==> config.mk <==
export PLATFORM = sky130hd
export DESIGN_NAME = xlp_sequencer
export DESIGN_NICKNAME = d
export VERILOG_FILES = /design/src/rtl/xlp_pkg.sv /design/src/rtl/xlp_entry_decode.sv /design/src/rtl/xlp_point_store.sv /design/src/rtl/xlp_fsm.sv /design/src/rtl/xlp_sequencer.sv
export SDC_FILE = /design/constraint.sdc
export NUM_CORES = 1
export LEC_CHECK = 0
export CAP_MARGIN = 20
export CORE_MARGIN = 3
export CORE_UTILIZATION = 35
export DETAILED_ROUTE_END_ITERATION = 7
export PLACE_DENSITY = 0.75
export SYNTH_ARGS = -nofsm -noshare
export SYNTH_HDL_FRONTEND = slang
export SYNTH_SLANG_ARGS = --single-unit
==> constraint.sdc <==
create_clock -name clk -period 2.5 [get_ports clk]
set_input_delay 0.75 -clock clk [delete_from_list [all_inputs] [get_ports clk]]
set_output_delay 0.75 -clock clk [all_outputs]
set_load 0.02 [all_outputs]
==> src/rtl/xlp_pkg.sv <==
package xlp_pkg;
  typedef enum logic [1:0] {
    ST_RUN     = 2'd0,
    ST_DROP    = 2'd1,
    ST_SLEEP   = 2'd2,
    ST_RESTORE = 2'd3
  } xlp_state_t;

  localparam logic [2:0] LVL_DEEPEST = 3'd6;

  function automatic logic lvl_supported(input logic [2:0] lvl);
    return (lvl >= 3'd1 && lvl <= 3'd4) || (lvl == LVL_DEEPEST);
  endfunction

  function automatic logic wants_extended(input logic [2:0] lvl,
                                          input logic hint,
                                          input logic promote);
    return hint || promote || (lvl == LVL_DEEPEST);
  endfunction
endpackage

==> src/rtl/xlp_entry_decode.sv <==
module xlp_entry_decode
  import xlp_pkg::*;
(
  input  logic       req_valid,
  input  logic       busy,
  input  logic [2:0] req_level,
  input  logic       req_ext_hint,
  input  logic       cfg_promote,
  output logic       accept,
  output logic       accept_ext
);
  logic level_ok;

  assign level_ok   = lvl_supported(req_level);
  assign accept     = req_valid && !busy && level_ok;
  assign accept_ext = accept && wants_extended(req_level, req_ext_hint, cfg_promote);
endmodule

==> src/rtl/xlp_point_store.sv <==
module xlp_point_store #(
  parameter int PW = 4
) (
  input  logic          clk,
  input  logic          rst_n,
  input  logic          capture,
  input  logic [PW-1:0] cur_point,
  output logic [PW-1:0] saved_point
);
  always_ff @(posedge clk or negedge rst_n) begin
    if (!rst_n)       saved_point <= '0;
    else if (capture) saved_point <= cur_point;
  end

  assert_target_hold_R10: assert property (@(posedge clk) disable iff (!rst_n)
    !capture |=> $stable(saved_point));
endmodule

==> src/rtl/xlp_fsm.sv <==
module xlp_fsm
  import xlp_pkg::*;
#(
  parameter int PW = 4,
  parameter logic [PW-1:0] MIN_POINT = '0
) (
  input  logic          clk,
  input  logic          rst_n,
  input  logic          accept,
  input  logic          accept_ext,
  input  logic [2:0]    req_level,
  input  logic          brk,
  input  logic          xfer_done,
  input  logic [PW-1:0] saved_point,
  output logic          pt_req_valid,
  output logic [PW-1:0] pt_req,
  output logic          idle_en,
  output logic [2:0]    idle_lvl,
  output logic          wake,
  output logic          busy
);
  xlp_state_t state, state_nx;
  logic       ext_q;
  logic       brk_take;
  logic       drop_done;
  logic       restore_done;

  assign brk_take     = brk && (state == ST_DROP || state == ST_SLEEP);
  assign drop_done    = (state == ST_DROP) && xfer_done && !brk;
  assign restore_done = (state == ST_RESTORE) && xfer_done;

  always_comb begin
    state_nx = state;
    unique case (state)
      ST_RUN:     if (accept) state_nx = accept_ext ? ST_DROP : ST_SLEEP;
      ST_DROP:    if (brk_take) state_nx = ST_RESTORE;
                  else if (drop_done) state_nx = ST_SLEEP;
      ST_SLEEP:   if (brk_take) state_nx = ext_q ? ST_RESTORE : ST_RUN;
      ST_RESTORE: if (restore_done) state_nx = ST_RUN;
      default:    state_nx = ST_RUN;
    endcase
  end

  always_ff @(posedge clk or negedge rst_n) begin
    if (!rst_n) begin
      state    <= ST_RUN;
      ext_q    <= 1'b0;
      idle_lvl <= '0;
      wake     <= 1'b0;
    end else begin
      state <= state_nx;
      wake  <= brk_take;
      if (accept) begin
        ext_q    <= accept_ext;
        idle_lvl <= req_level;
      end
    end
  end

  assign pt_req_valid = (state == ST_DROP) || (state == ST_RESTORE);
  assign pt_req       = (state == ST_DROP) ? MIN_POINT : saved_point;
  assign idle_en      = (state == ST_SLEEP);
  assign busy         = (state != ST_RUN);

  assert_no_overlap_R2: assert property (@(posedge clk) disable iff (!rst_n)
    !(idle_en && pt_req_valid));
  assert_sleep_after_drop_R2: assert property (@(posedge clk) disable iff (!rst_n)
    ($rose(idle_en) && $past(pt_req_valid)) |-> $past(xfer_done && !brk));
  assert_wake_on_break_R6: assert property (@(posedge clk) disable iff (!rst_n)
    (idle_en && brk) |=> (wake && !idle_en));
  assert_wake_single_R6: assert property (@(posedge clk) disable iff (!rst_n)
    wake |=> !wake);
  assert_abort_restore_R8: assert property (@(posedge clk) disable iff (!rst_n)
    (pt_req_valid && !idle_en && brk && pt_req == MIN_POINT && !wake) |=>
      (pt_req_valid && !idle_en && wake));
endmodule

==> src/rtl/xlp_sequencer.sv <==
module xlp_sequencer
  import xlp_pkg::*;
#(
  parameter int PW = 4,
  parameter logic [PW-1:0] MIN_POINT = '0
) (
  input  logic          clk,
  input  logic          rst_n,
  input  logic          req_valid,
  input  logic [2:0]    req_level,
  input  logic          req_ext_hint,
  input  logic          cfg_promote,
  input  logic          brk,
  input  logic [PW-1:0] cur_point,
  input  logic          xfer_done,
  output logic          pt_req_valid,
  output logic [PW-1:0] pt_req,
  output logic          idle_en,
  output logic [2:0]    idle_lvl,
  output logic          wake,
  output logic          busy
);
  logic          accept;
  logic          accept_ext;
  logic [PW-1:0] saved_point;

  xlp_entry_decode u_decode (
    .req_valid   (req_valid),
    .busy        (busy),
    .req_level   (req_level),
    .req_ext_hint(req_ext_hint),
    .cfg_promote (cfg_promote),
    .accept      (accept),
    .accept_ext  (accept_ext)
  );

  xlp_point_store #(.PW(PW)) u_store (
    .clk        (clk),
    .rst_n      (rst_n),
    .capture    (accept),
    .cur_point  (cur_point),
    .saved_point(saved_point)
  );

  xlp_fsm #(.PW(PW), .MIN_POINT(MIN_POINT)) u_fsm (
    .clk         (clk),
    .rst_n       (rst_n),
    .accept      (accept),
    .accept_ext  (accept_ext),
    .req_level   (req_level),
    .brk         (brk),
    .xfer_done   (xfer_done),
    .saved_point (saved_point),
    .pt_req_valid(pt_req_valid),
    .pt_req      (pt_req),
    .idle_en     (idle_en),
    .idle_lvl    (idle_lvl),
    .wake        (wake),
    .busy        (busy)
  );

  assert_deepest_extended_R5: assert property (@(posedge clk) disable iff (!rst_n)
    (req_valid && !busy && req_level == LVL_DEEPEST) |=>
      (pt_req_valid && pt_req == MIN_POINT && !idle_en));
  assert_busy_release_R9: assert property (@(posedge clk) disable iff (!rst_n)
    $fell(busy) |-> $past(xfer_done || brk));
  assert_bad_level_R11: assert property (@(posedge clk) disable iff (!rst_n)
    (req_valid && !busy && (req_level == 3'd0 || req_level == 3'd5 || req_level == 3'd7))
      |=> !busy);
endmodule

[Word-level counts from Yosys, hierarchy flattened]
Cells that the tools add are included.
Operators by class
  $lt $le $gt $ge: 2
  equal/unequal tests: 8
  mux-type cells: 9
  reduce and logical (&&, ||, !) cells: 18
Operators with widths (number)
  $mux W2: 7
  $logic_and A1 B1 Y1: 8
  $pmux W2 S4: 1
  $logic_or A1 B1 Y1: 5
  $eq A2 B2 Y1 const B: 2
  $mux W4: 1
  $ne A2 B1 Y1 const B: 2
  $reduce_and A4 Y1: 1
  $eq A3 B3 Y1 const B: 1
  $ge A3 B1 Y1 const B: 1
  $le A3 B3 Y1 const B: 1
  $ne A3 B1 Y1 const B: 1
  $eq A2 B1 Y1 const B: 1
  $logic_not A1 Y1: 2
  $logic_not A2 Y1: 1
  $ne A2 B2 Y1 const B: 1
  $reduce_bool A2 Y1: 1
Word-level totals
  register bits: 11
  bits of input ports: 14
  output and inout port bits: 11

[Logic depth before layout (Yosys ltp)]
Gate-level depths: netlist of run 1.
  depth in word-level cells: 8
  gate-level depth with buffers: 6
  mapped depth without buffers: 6

[Hierarchy]
Synthesis of run 1 repeated with hierarchy kept, for this count alone.
Unflattened totals
  cell total of the unflattened synthesis: 52
  area total of the unflattened synthesis: 625.6 um^2
Modules (own cells, without submodules)
  xlp_fsm: instances 1, cells an instance 36, area each 426.7 um^2, seq. area each 175.2 um^2
  xlp_point_store: instances 1, cells an instance 8, area each 145.1 um^2, seq. area each 100.1 um^2
  xlp_entry_decode: instances 1, cells an instance 8, area each 53.8 um^2, seq. area each 0.0 um^2

[Least setup slack after synthesis of run 1]
Ideal clock, no wire load.
  path type: reg2out
  start: register u_fsm.state[1]
  end: output pt_req_valid
  arrival time: 1.040 ns
  slack: 0.710 ns
  cell stages (with the launch flop): 4
  path buffers: 0
  cells stage by stage: dfrtp_1 > inv_1 > ha_1 > or2_2
Between the ends
  cells in the longest elaborated chain, start to end: 2
  elaborated cells on any way between the ends: 3
  those cells by class: eq/ne: 2; reduce/logical: 1
Ends and longest elaborated chain
  start: declaration: RTL line xlp_fsm.sv:22  | xlp_state_t state, state_nx;
  start signal: assignment: RTL line xlp_fsm.sv:51  | state <= state_nx;
  $eq A2 B1 Y1 / $eq A2 B2 Y1 (equally long branches): RTL line xlp_fsm.sv:60  | assign pt_req_valid = (state == ST_DROP) || (state == ST_RESTORE);
  $logic_or A1 B1 Y1 (*): RTL line xlp_fsm.sv:60
  end: declaration: RTL line xlp_sequencer.sv:16  | output logic pt_req_valid,
Every way passes the cells marked *; elsewhere a longest branch is shown, timed or not.

[Worst setup path in the final report of run 1]
Same ends and word-level chain as after synthesis.

==> results of run 1 <==
==> repair_timing <==
action,CTS,global route
resized for setup,5,2
endpoints found under the hold margin,0,0
setup endpoints to repair,5,2
==> cell usage in the layout (no fill, tap or decap), types with 3 or more instances in the layout <==
| cell | count |
|---|---|
| mux2_2 | 5 |
| nor2_1 | 5 |
| ha_1 | 5 |
| o21ai_0 | 4 |
| nor2b_1 | 4 |
| inv_1 | 4 |
| clkdlybuf4s50_1 | 17 |
| o31ai_1 | 3 |
| clkbuf_4 | 3 |
| dlygate4sd2_1 | 5 |
| dfrtp_1 | 11 |
==> area by class of cell <==
class | count | area share, %
flip-flops and latches | 11 | 28.46
well taps | 25 | 3.234
multi-input cells | 47 | 39.33
inverters | 4 | 1.552
repair buffers | 24 | 24.71
clock buffers | 4 | 2.717
==> power breakdown <==
part	total (µW)	switching, µW	internal, µW	leakage [µW]
Sequential	309	46.2	263	0.000126
Clock	119	57.7	61.7	0.0000150
Combinational	684	352	332	0.000283
Total	1110	456	656	0.000425
==> how the worst max path moves through the flow <==
stage,from,to,slack (ps),cells past startpoint
4_1_cts,u_fsm.state[0],idle_en,40,3
6_report,u_fsm.state[1],pt_req_valid,70,4
2_1_floorplan,u_fsm.state[1],pt_req_valid,710,3
5_1_grt,u_fsm.state[1],pt_req_valid,1,4
3_5_place_dp,req_level[2],u_fsm.state[1],110,5
3_3_place_gp,u_fsm.state[1],pt_req_valid,140,4
==> critical path, stage by stage (launching register included) <==
cell,delay (ps)
dfrtp_1,390
inv_1,100
ha_1,290
or2_2,320
dlygate4sd2_1,320
==> state kept, by name, summed over array words and instances (netlist names) <==
| register | flops |
|---|---|
| u_fsm.ext_q | 1 |
| u_fsm.idle_lvl | 3 |
| u_store.saved_point | 4 |
| u_fsm.state | 2 |
| u_fsm.wake | 1 |
==> per-layer routing <==
layer / part of all wire, % / vias to the layer above / GRT usage [%] / wire [µm]
li1: - / 280 / - / -
met1: 47 / 260 / 15.07 / 618
met2: 47 / 15 / 18.06 / 622
met3: 4.7 / 4 / 3.021 / 62
met4: 1.7 / 0 / 6.912 / 23
met5: 0 / - / 0 / 0
==> cells by family after synthesis <==
| group | Yosys count | share of synthesized area, % |
|---|---|---|
| AND/OR/NAND/NOR | 22 | 22.20 |
| adder cells (fa/ha/maj) | 5 | 9.328 |
| flip-flops | 11 | 41.04 |
| AO/OA/AOI/OAI | 14 | 15.30 |
| buffers and inverters | 4 | 2.238 |
| multiplexers | 6 | 9.888 |
==> per-stage QoR <==
stage	cells	hold slack (ps)	util, %
3_5_place_dp	111	487.5	53.40
4_1_cts	115	502.9	54.54
5_1_grt	115	521.7	54.82
3_3_place_gp	111	480.5	53.40
6_report	115	497.4	54.82
2_1_floorplan	62	454.4	-
==> summary.md, run 1 <==
| Metric | Value |
|---|---|
| Status | complete, no violations |
| Total power | 1113 µW |
| Share of the synthesized area in the top cell type | 41.04% |
| Highest clock rate | 412.3 MHz |
| Max Slew Vio Count | 0 |
| Synth top area cells | dfrtp_1 41%, ha_1 9.3%, mux2_2 8.4% |
| Leading area contributor after synthesis | dfrtp_1 |
| Unique cell type count in the Yosys netlist | 26 |
| Vias after detailed routing | 559 |
| Post-DP HPWL | 1.079 mm |
| Avg Synthesized Cell Area | 10.82 µm² |
| Critical path fanouts, max | 8 |
| Yosys synthesis warning count | 0 |
| Die outline height | 49.78 µm |
| Hold path startpoint | u_store.saved_point[0] |
| Slew @ Worst Pin | 509.6 ps |
| Root Driver | clkbuf_4 |
| Maximum number of pins on one net before global-route repair | 12 |
| H-tree levels | 1 |
| Min Clock Period, post-route | 2425 ps |
| Max Buffers Root-to-Sink | 2 |
| RR Startpoint | u_fsm.state[0] |
| Global placer's final weighted congestion | 0.7195 |
| Clk Latency, worst-skew pair | 260 ps |
| DP Area | 942.2 µm² |
| #FFs+latches synth | 11 |
| Total gr overflow | 0 |
| Antenna cells | 0 |
| Fin nets | 110 |
| Reg2reg setup slack | 690 ps |
| # DRC | 0 |
| Max cap viols | 0 |
| First-pass iteration count of the detailed router | 4 |
| Count leader, synth | dfrtp_1 |
| Relative slew margins | 65.92% |
| Max VDD drop | 0.6196 mV |
| LEAKAGE | 0.0004245 µW |
| TritonCTS clock tree | built |
| Hold-fix buffers at CTS | 0 |
| Worst R2R Path Depth | 6 |
| Final Hold Vio Count | 0 |
| Die area | 2478 µm² |
| Worst hold path type | reg -> reg |
| Final setup viols | 0 |
| Setup bufs post-CTS | 0 |
| Clock-pin slew on the worst setup and hold paths | 70 ps |
| Final-layout fill cell count | 168 |
| Register area | 275.3 µm² |
| Clock skew | 0.6831 ps |
| FFs w/ async S/R, synth | 100.0% |
| Crit path capture type | primary output |
| Slack of the critical path | 74.52 ps |
| Multi-input gate area | 380.4 µm² |
| I/O pin cnt | 25 |
| Worst r2r dst | u_fsm.state[1] |
| Final period utilization | 97.02% |
| FP Rows | 15 |
| Width of the die | 49.78 µm |
| CP Class | reg -> out |
| CTS Buf Count | 3 |
| TNS Setup | 0 ps |
| Syn nets | 81 |
| Hold EP | u_store.saved_point[0] |
| Synthesized cell area | 670.6 µm² |
| Initial antenna violation count | 0 |
| Pre-CTS setup slack | 114.0 ps |
| Number of global-route vias before repair | 517 |
| Mapped Cells | 62 |
| DR vias/cell | 4.861 |
| Area grow syn2layout | 44.22% |
| Number of synthesized flops with an enable pin | 0 |
| CP Launch Type | flop |
| Sinks on the clock net | 11 |
| Antenna-violating nets left | 0 |
| Ys flop type | dfrtp_1 |
| CORE AREA | 1764 µm² |
| Drt initial violations | 13 |
| Sequential element share of the synthesized area | 41.04% |
| Starting density of the core | 38.01% |
| Worst Path Arrival | 1680 ps |
| I/O Buffers | 24 |
| Share of cells above drive strength 1 | 15.56% |
| RSZ-0062 raised after global routing | false |
| PD cells | 1150 nW/µm² |
| First-pass GRT wire length | 2.242 mm |
| Synth top cells by count | 11 x dfrtp_1, 5 x ha_1, 5 x mux2_2, 5 x nor2_1 |
| Drt total wl | 1.326 mm |
| Required time worst endpoint | 1750 ps |
| Finished Cell Area | 967.2 µm² |
| Hold Path Depth | 1 |
| Gr usage total | 11.87% |
| DR WL/cell | 11.53 µm |
Power figures use the tool's default switching activity.
==> run 2: changes to the inputs <==
--- a/config.mk
+++ b/config.mk
@@ -9,6 +9,7 @@
 export CORE_MARGIN = 3
 export CORE_UTILIZATION = 35
 export DETAILED_ROUTE_END_ITERATION = 7
+export HOLD_SLACK_MARGIN = 0.12
 export PLACE_DENSITY = 0.75
 export SYNTH_ARGS = -nofsm -noshare
 export SYNTH_HDL_FRONTEND = slang
==> results of run 2 <==
Same layout as run 1: the final DEF is identical, and so are final timing and power.
